`config.mk`:
```
export PLATFORM = sky130hd
export DESIGN_NAME = pwr_state_ctrl
export DESIGN_NICKNAME = d
export VERILOG_FILES = /design/src/rtl/pwr_pkg.sv /design/src/rtl/pwr_dp.sv /design/src/rtl/pwr_ctl.sv /design/src/rtl/pwr_state_ctrl.sv
export SDC_FILE = /design/constraint.sdc
export NUM_CORES = 1
export LEC_CHECK = 0
export BUFFER_PORTS_ARGS = -buffer_cell sky130_fd_sc_hd__buf_2
export CAP_MARGIN = 5
export CORE_ASPECT_RATIO = 1.25
export CORE_MARGIN = 3
export CORE_UTILIZATION = 35
export CTS_CLUSTER_DIAMETER = 80
export DETAILED_ROUTE_END_ITERATION = 16
export PLACE_DENSITY = 0.59
export SLEW_MARGIN = 25
export SYNTH_ARGS = -nofsm -noshare
export SYNTH_HDL_FRONTEND = slang
export SYNTH_HIERARCHICAL = 1
export SYNTH_SLANG_ARGS = --single-unit
```
`constraint.sdc`:
```
create_clock -name clk -period 2.82 [get_ports clk]
set_input_delay 0.141 -clock clk [delete_from_list [all_inputs] [get_ports clk]]
set_output_delay 0.141 -clock clk [all_outputs]
set_load 0.1 [all_outputs]
```
`src/rtl/pwr_pkg.sv`:
```
package pwr_pkg;

  typedef enum logic [1:0] {
    PS_HPD  = 2'd0,
    PS_MON  = 2'd1,
    PS_STBY = 2'd2,
    PS_ACT  = 2'd3
  } pwrState_e;

  typedef enum logic [1:0] {
    SM_IDLE   = 2'd0,
    SM_LISTEN = 2'd1,
    SM_POLL   = 2'd2,
    SM_RSVD   = 2'd3
  } subMode_e;

  // control -> datapath
  typedef struct packed {
    logic settleLoad;
    logic idleRun;
    logic filtHold;
  } dpStrobe_t;

  // datapath -> control
  typedef struct packed {
    logic battOk;
    logic settleZero;
    logic settleFull;
    logic idleAtLimit;
  } dpStatus_t;

endpackage

```
`src/rtl/pwr_dp.sv`:
```
module pwr_dp
  import pwr_pkg::*;
#(
  parameter int DEB_LEN    = 4,
  parameter int SETTLE_CYC = 4,
  parameter int IDLE_LIM   = 16
) (
  input  logic      clk,
  input  logic      rstN,
  input  logic      battAboveCmp,
  input  dpStrobe_t strobe,
  output dpStatus_t status
);

  localparam int SW = $clog2(SETTLE_CYC + 1);
  localparam int IW = (IDLE_LIM > 1) ? $clog2(IDLE_LIM) : 1;
  localparam logic [SW-1:0] SETTLE_INIT = SW'(SETTLE_CYC);
  localparam logic [IW-1:0] IDLE_LAST   = IW'(IDLE_LIM - 1);

  logic          battFilt;
  logic [SW-1:0] settleCnt;
  logic [IW-1:0] idleCnt;

  // comparator debounce: variant chosen by filter length
  generate
    if (DEB_LEN <= 1) begin : g_noFilt
      always_ff @(posedge clk or negedge rstN) begin
        if (!rstN)                battFilt <= 1'b1;
        else if (strobe.filtHold) battFilt <= 1'b1;
        else                      battFilt <= battAboveCmp;
      end
    end else begin : g_filt
      localparam int DW = $clog2(DEB_LEN);
      localparam logic [DW-1:0] DEB_LAST = DW'(DEB_LEN - 1);
      logic [DW-1:0] debCnt;
      always_ff @(posedge clk or negedge rstN) begin
        if (!rstN) begin
          battFilt <= 1'b1;
          debCnt   <= '0;
        end else if (strobe.filtHold) begin
          battFilt <= 1'b1;
          debCnt   <= '0;
        end else if (battAboveCmp != battFilt) begin
          if (debCnt == DEB_LAST) begin
            battFilt <= battAboveCmp;
            debCnt   <= '0;
          end else begin
            debCnt <= debCnt + 1'b1;
          end
        end else begin
          debCnt <= '0;
        end
      end
    end
  endgenerate

  // power-up settle counter
  always_ff @(posedge clk or negedge rstN) begin
    if (!rstN)                  settleCnt <= '0;
    else if (strobe.settleLoad) settleCnt <= SETTLE_INIT;
    else if (settleCnt != '0)   settleCnt <= settleCnt - 1'b1;
  end

  // idle residency counter for autonomous standby
  always_ff @(posedge clk or negedge rstN) begin
    if (!rstN)                   idleCnt <= '0;
    else if (!strobe.idleRun)    idleCnt <= '0;
    else if (idleCnt == IDLE_LAST) idleCnt <= '0;
    else                         idleCnt <= idleCnt + 1'b1;
  end

  always_comb begin
    status.battOk      = battFilt;
    status.settleZero  = (settleCnt == '0);
    status.settleFull  = (settleCnt == SETTLE_INIT);
    status.idleAtLimit = (idleCnt == IDLE_LAST);
  end

endmodule

```
`src/rtl/pwr_ctl.sv`:
```
module pwr_ctl
  import pwr_pkg::*;
(
  input  logic       clk,
  input  logic       rstN,
  input  logic       enPin,
  input  logic       supplyOk,
  input  logic       wakeAddr,
  input  logic       wakeRf,
  input  logic       wakeTimer,
  input  logic [1:0] modeReq,
  input  logic       cfgMonEn,
  input  logic       cfgThrHigh,
  input  logic       cfgAutoStby,
  input  dpStatus_t  status,
  output dpStrobe_t  strobe,
  output logic [1:0] pwrState,
  output logic [1:0] subMode,
  output logic       coreOn,
  output logic       cpuOn,
  output logic       coreRstN,
  output logic [1:0] thrSel
);

  pwrState_e stateQ, stateD;
  subMode_e  subQ, subD;
  logic      monArmed;
  logic      released, monLive, wakeAny, idleExpire, dropToMon;

  assign released   = (stateQ == PS_ACT) && status.settleZero;
  assign monLive    = monArmed && cfgMonEn;
  assign wakeAny    = wakeAddr || wakeRf || wakeTimer;
  assign dropToMon  = monLive && !status.battOk;
  assign idleExpire = strobe.idleRun && status.idleAtLimit;

  always_comb begin
    strobe.idleRun  = released && cfgAutoStby && (subQ == SM_IDLE);
    strobe.filtHold = (stateQ == PS_HPD);
  end

  always_comb begin
    stateD = stateQ;
    if (!enPin || !supplyOk) begin
      stateD = PS_HPD;
    end else begin
      unique case (stateQ)
        PS_HPD:  stateD = PS_ACT;
        PS_MON:  stateD = (status.battOk || !cfgMonEn) ? PS_ACT : PS_MON;
        PS_STBY: begin
          if (dropToMon)    stateD = PS_MON;
          else if (wakeAny) stateD = PS_ACT;
        end
        PS_ACT: begin
          if (dropToMon)       stateD = PS_MON;
          else if (idleExpire) stateD = PS_STBY;
        end
        default: stateD = PS_HPD;
      endcase
    end
  end

  always_comb strobe.settleLoad = (stateD == PS_ACT) && (stateQ != PS_ACT);

  always_comb begin
    subD = SM_IDLE;
    if (released && stateD == PS_ACT) begin
      if (modeReq == SM_RSVD) subD = subQ;
      else                    subD = subMode_e'(modeReq);
    end
  end

  always_ff @(posedge clk or negedge rstN) begin
    if (!rstN) begin
      stateQ   <= PS_HPD;
      subQ     <= SM_IDLE;
      monArmed <= 1'b0;
    end else begin
      stateQ   <= stateD;
      subQ     <= subD;
      if (stateQ == PS_HPD) monArmed <= 1'b0;
      else if (released)    monArmed <= 1'b1;
    end
  end

  assign pwrState = stateQ;
  assign subMode  = subQ;
  assign coreOn   = (stateQ == PS_ACT);
  assign cpuOn    = (stateQ == PS_ACT) && !status.settleFull;
  assign coreRstN = released;
  assign thrSel   = {cfgThrHigh, stateQ == PS_MON};

endmodule

```
`src/rtl/pwr_state_ctrl.sv`:
```
module pwr_state_ctrl
  import pwr_pkg::*;
#(
  parameter int DEB_LEN    = 4,
  parameter int SETTLE_CYC = 4,
  parameter int IDLE_LIM   = 16
) (
  input  logic       clk,
  input  logic       rstN,
  input  logic       enPin,
  input  logic       supplyOk,
  input  logic       battAboveCmp,
  input  logic       wakeAddr,
  input  logic       wakeRf,
  input  logic       wakeTimer,
  input  logic [1:0] modeReq,
  input  logic       cfgMonEn,
  input  logic       cfgThrHigh,
  input  logic       cfgAutoStby,
  output logic [1:0] pwrState,
  output logic [1:0] subMode,
  output logic       coreOn,
  output logic       cpuOn,
  output logic       coreRstN,
  output logic [1:0] thrSel
);

  dpStrobe_t strobe;
  dpStatus_t status;

  pwr_ctl u_ctl (
    .clk(clk), .rstN(rstN), .enPin(enPin), .supplyOk(supplyOk),
    .wakeAddr(wakeAddr), .wakeRf(wakeRf), .wakeTimer(wakeTimer),
    .modeReq(modeReq), .cfgMonEn(cfgMonEn), .cfgThrHigh(cfgThrHigh),
    .cfgAutoStby(cfgAutoStby), .status(status), .strobe(strobe),
    .pwrState(pwrState), .subMode(subMode), .coreOn(coreOn),
    .cpuOn(cpuOn), .coreRstN(coreRstN), .thrSel(thrSel)
  );

  pwr_dp #(
    .DEB_LEN(DEB_LEN), .SETTLE_CYC(SETTLE_CYC), .IDLE_LIM(IDLE_LIM)
  ) u_dp (
    .clk(clk), .rstN(rstN), .battAboveCmp(battAboveCmp),
    .strobe(strobe), .status(status)
  );

endmodule

```
* Yosys cells after proc, flatten, opt, wreduce, memory -nomap -nowiden
Cells that the tools add are included. Widths: inputs -> output; s select.
Cells by class: add/subtract/negate cells 3, eq/ne operators 11, muxes and demuxes 21, reductions and logical operators 27
Operators with widths (number):
- $mux 2 | 11
- $eq 2x2->1 const B | 5
- $logic_and 1x1->1 | 9
- $mux 4 | 2
- $pmux 2 s4 | 1
- $reduce_bool 2->1 | 4
- $mux 3 | 2
- $logic_not 1->1 | 5
- $mux 1 | 5
- $add 4x1->4 const B | 1
- $eq 4x4->1 const B | 1
- $logic_not 2->1 | 2
- $logic_or 1x1->1 | 4
- $ne 2x2->1 const B | 2
- $eq 3x3->1 const B | 1
- $logic_not 3->1 | 1
- $reduce_bool 3->1 | 1
- $sub 3x1->3 const B | 1
- $add 2x1->2 const B | 1
- $eq 2x1->1 const B | 1
- $reduce_and 2->1 | 1
- $ne 1x1->1 | 1
Word-level totals: flip-flop bits (word level) 15, bits of input ports 13, output and inout bits 9, word-level logic and storage cells 69

* Logic depth before layout (Yosys ltp)
word-level depth 12, depth in mapped cells 11, depth with buffers taken out 11

* By module
Netlist, hierarchy kept.
Modules (own cells, without submodules):
- pwr_dp | instances 1, cells an instance 41, area each 493.0 um^2, seq. area each 251.5 um^2
- pwr_ctl | instances 1, cells an instance 33, area each 286.5 um^2, seq. area each 125.1 um^2

* Least setup slack after synthesis
No wires, ideal clock.
kind reg-to-reg, start point register u_ctl.stateQ[0], in the netlist u_ctl/pwrState[0], end point register u_dp.settleCnt[2], library setup time 0.127 ns, arrival time 2.995 ns, data required time 2.693 ns, path slack -0.302 ns, cell stages (with the launch flop) 7, path buffers 0, clock period less this slack 3.122 ns, cells stage by stage dfrtp_1 > nor2b_1 > a21o_1 > a21o_1 > nor3_1 > a21oi_1 > o31ai_1
RTL lines:
- start: declaration | RTL line pwr_ctl.sv:25 | pwrState_e stateQ, stateD;
- start signal: assignment | RTL line pwr_ctl.sv:78 | stateQ <= stateD;
- end signal: assignment | RTL line pwr_dp.sv:61 | else if (settleCnt != '0) settleCnt <= settleCnt - 1'b1;
- end: declaration | RTL line pwr_dp.sv:21 | logic [SW-1:0] settleCnt;

==> flow_summary.ini <==
[detailed_routing]
drt_iter0_drc = 11
ant_nets = 0
vias = 595
avgViaCountPerCell = 4.722
route.detailed.drc = 0
avgRoutedWirePerCell_um = 11.66
drt-total-wl_um = 1469
firstDrtPassIters = 3

[yosys]
syn_avg_cell_area_um2 = 10.53
synth-seq-area-share_pct = 48.31
syn_area_um2 = 779.5
synth-seq-cells = 15
ys_types = 32
ys_warn_count = 6
synth.net_count = 91
netlist_instances = 74

[cts]
worstSkewPairLatency_ns = 0.27
ctsResizeCount = 0
clkSinkCount = 15
cts_tree = built
path_clk_slew_ns = 0.08
cts_root_buffer = clkbuf_4
ctsLongestPathBuffers = 2
ctsHoldBuffers = 1
cts_buffers = 3
cts_setup_buffers = 0
h-tree-depth = 1

[floorplanning]
coreArea_mm2 = 0.002049
die_x_um = 48.21
initial_core_util_pct = 38.03
die_area_mm2 = 0.002833
rows = 18
die_height_um = 58.77
ios = 22

[timing]
rsz0062_at_grt = no
setup_tns_ns = 0
skew_ns = 0.001645
worst_pin_slew_ns = 0.4924
timing.final.hold_violations = 0
drv_slew = 0
setup_viol = 0
worst_slack_ns = 0.9392
fin_crit_ns = 1.881
slew_headroom_pct = 67.40
period_share_pct = 66.70
fmax_mhz = 531.7

[critical_path]
crit_type = reg -> out
worstSetupEndpointType = output port
cp.required_ns = 2.68
cp_max_fo = 4
setup.worst_path.start_class = register
crit_start = u_dp/settleCnt[0]$_DFFE_PN0P_
critical_path_arrival_ns = 1.74
timing.rr.start = u_dp/settleCnt[0]$_DFFE_PN0P_

[power_and_ir_drop]
ir_drop_mv = 0.3393
p_leak_nw = 0.5153
total_power_uw = 564.2
power_density_mw_per_mm2 = 601.2

[cells_and_area]
fillCellCount = 211
layout-drive-gt1-share_pct = 36.46
nets = 114
antenna_cells = 0
area_growth_pct = 20.39
finalCoreUtilization_pct = 45.79

[placement]
io_buffers = 19
gp_congestion = 0.7055
pre_cts_ws_ns = 0.9874
dp_hpwl_um = 1170

[worst_hold_path]
min-delay-start = battAboveCmp
hp-class = in -> reg

[global_route]
grt_pass1_wl_um = 2525
track_usage_pct = 12.57
grt_start_max_net_pins = 16
gr-total-overflow = 0
grt_pass1_vias = 582
grt_antenna_before_repair = 0

[job]
maxCapViolations = 0

[outcome]
status = complete, no violations
-- layout by cell type (no fill, tap or decap), types with 3 or more instances in the layout --
cell / netlist / layout
and3_1: 3 / 3
buf_2: 0 / 19
nand2_1: 3 / 3
o21ai_0: 3 / 3
dfrtp_1: 14 / 12
nor2_1: 4 / 4
nor2b_1: 4 / 3
clkbuf_4: 0 / 3
inv_1: 8 / 8
ha_1: 4 / 4
nor4_1: 3 / 3
-- layer usage --
layer,up-vias,part of all wire [%],GRT usage [%],routed length [um]
li1,297,-,-,-
met1,286,47,16.60,684
met2,10,49,19.03,727
met3,2,3.0,2.752,44
met4,0,0.88,5.769,13
met5,-,0,0,0
-- per-stage QoR --
stage          area (um2)  std cells  hold WS [ns]
2_1_floorplan       784.5         74       -0.1546
3_3_place_gp        902.1        121       0.05744
3_5_place_dp        902.1        121       0.06881
4_1_cts             938.4        126       0.09734
5_1_grt             938.4        126        0.1116
6_report            938.4        126        0.1058
-- layout make-up --
class                      count  area [um2]  area share, %
clock buffer                   4       26.28          2.800
inverter                       8       30.03          3.200
multi-input combinational     49       360.3          38.40
sequential                    15       379.1          40.40
tap                           30       37.54          4.000
timing repair buffer          20       105.1          11.20
-- report_power, final --
group | total, mW | internal [mW] | switching (mW)
logic | 0.181 | 0.0773 | 0.104
registers | 0.264 | 0.243 | 0.0218
clock network | 0.119 | 0.0548 | 0.0639
total | 0.564 | 0.375 | 0.189
-- cells by family (layout without fill, tap and decap cells) --
kind of cell	Yosys count	count (layout)	synth area share, %
AOI/OAI and AO/OA	12	12	11.88
xor gates and xnor gates	3	3	3.371
adders and majority gates	4	4	6.421
buffers and inverters	10	32	5.778
DFF	15	15	48.32
and+or+nand+nor	30	30	24.24
-- state kept, by name, summed over array words and instances (netlist names) --
signal,count
u_dp/settleCnt,3
u_ctl/subMode,2
u_ctl/pwrState,2
u_dp/g_filt.debCnt,2
u_dp/battFilt,1
u_dp/idleCnt,4
u_ctl/monArmed,1
-- worst max-delay path, cell delays in order, from the launching register on --
cell and delay [ns]:
dfrtp_1 0.40, inv_1 0.09, ha_1 0.23, nand2b_4 0.09, inv_1 0.07, nand2_2 0.07
inv_1 0.08, buf_2 0.43
-- path summary, 6_finish.rpt --
| path | cells past startpoint | slack [ns] | end |
|---|---|---|---|
| max in group asynchronous | 2 | 2.23 | u_dp/battFilt$_DFFE_PN1P_ |
| hold / removal | 2 | 0.11 | u_dp/battFilt$_DFFE_PN1P_ |
| hold reg to reg | 1 | 0.44 | u_dp/g_filt.debCnt[0]$_DFF_PN0_ |
| setup reg to reg | 11 | 0.97 | u_dp/settleCnt[2]$_DFFE_PN0P_ |
| setup / recovery | 7 | 0.94 | coreRstN |
| min in group asynchronous | 2 | 0.29 | u_dp/g_filt.debCnt[0]$_DFF_PN0_ |
-- Yosys cell counts --
cell type / count / share of area (%)
nor2_2: 1 / 0.80
xnor2_1: 2 / 2.2
xor2_1: 1 / 1.1
and2_4: 1 / 1.1
a22oi_2: 1 / 1.6
and3_1: 3 / 2.4
a211oi_2: 1 / 1.6
or4_1: 1 / 0.96
nor2_1: 4 / 1.9
nand2b_4: 1 / 1.8
a211o_1: 1 / 1.1
buf_4: 2 / 1.9
nor4_1: 3 / 2.4
dfrtp_1: 14 / 45
nand2_1: 3 / 1.4
nor2b_1: 4 / 3.2
nor3b_1: 1 / 0.96
dfstp_2: 1 / 3.4
nor3_1: 1 / 0.64
nand2b_1: 1 / 0.80
o221a_2: 1 / 1.4
nand4_1: 1 / 0.80
a21o_1: 2 / 1.9
ha_1: 4 / 6.4
and2_2: 1 / 0.96
nand2_2: 1 / 0.80
o31ai_1: 1 / 0.96
o21ai_0: 3 / 1.9
and2_1: 2 / 1.6
nor3b_2: 1 / 1.6
inv_1: 8 / 3.9
a21oi_1: 2 / 1.3
(Power assumes the default switching activity.)
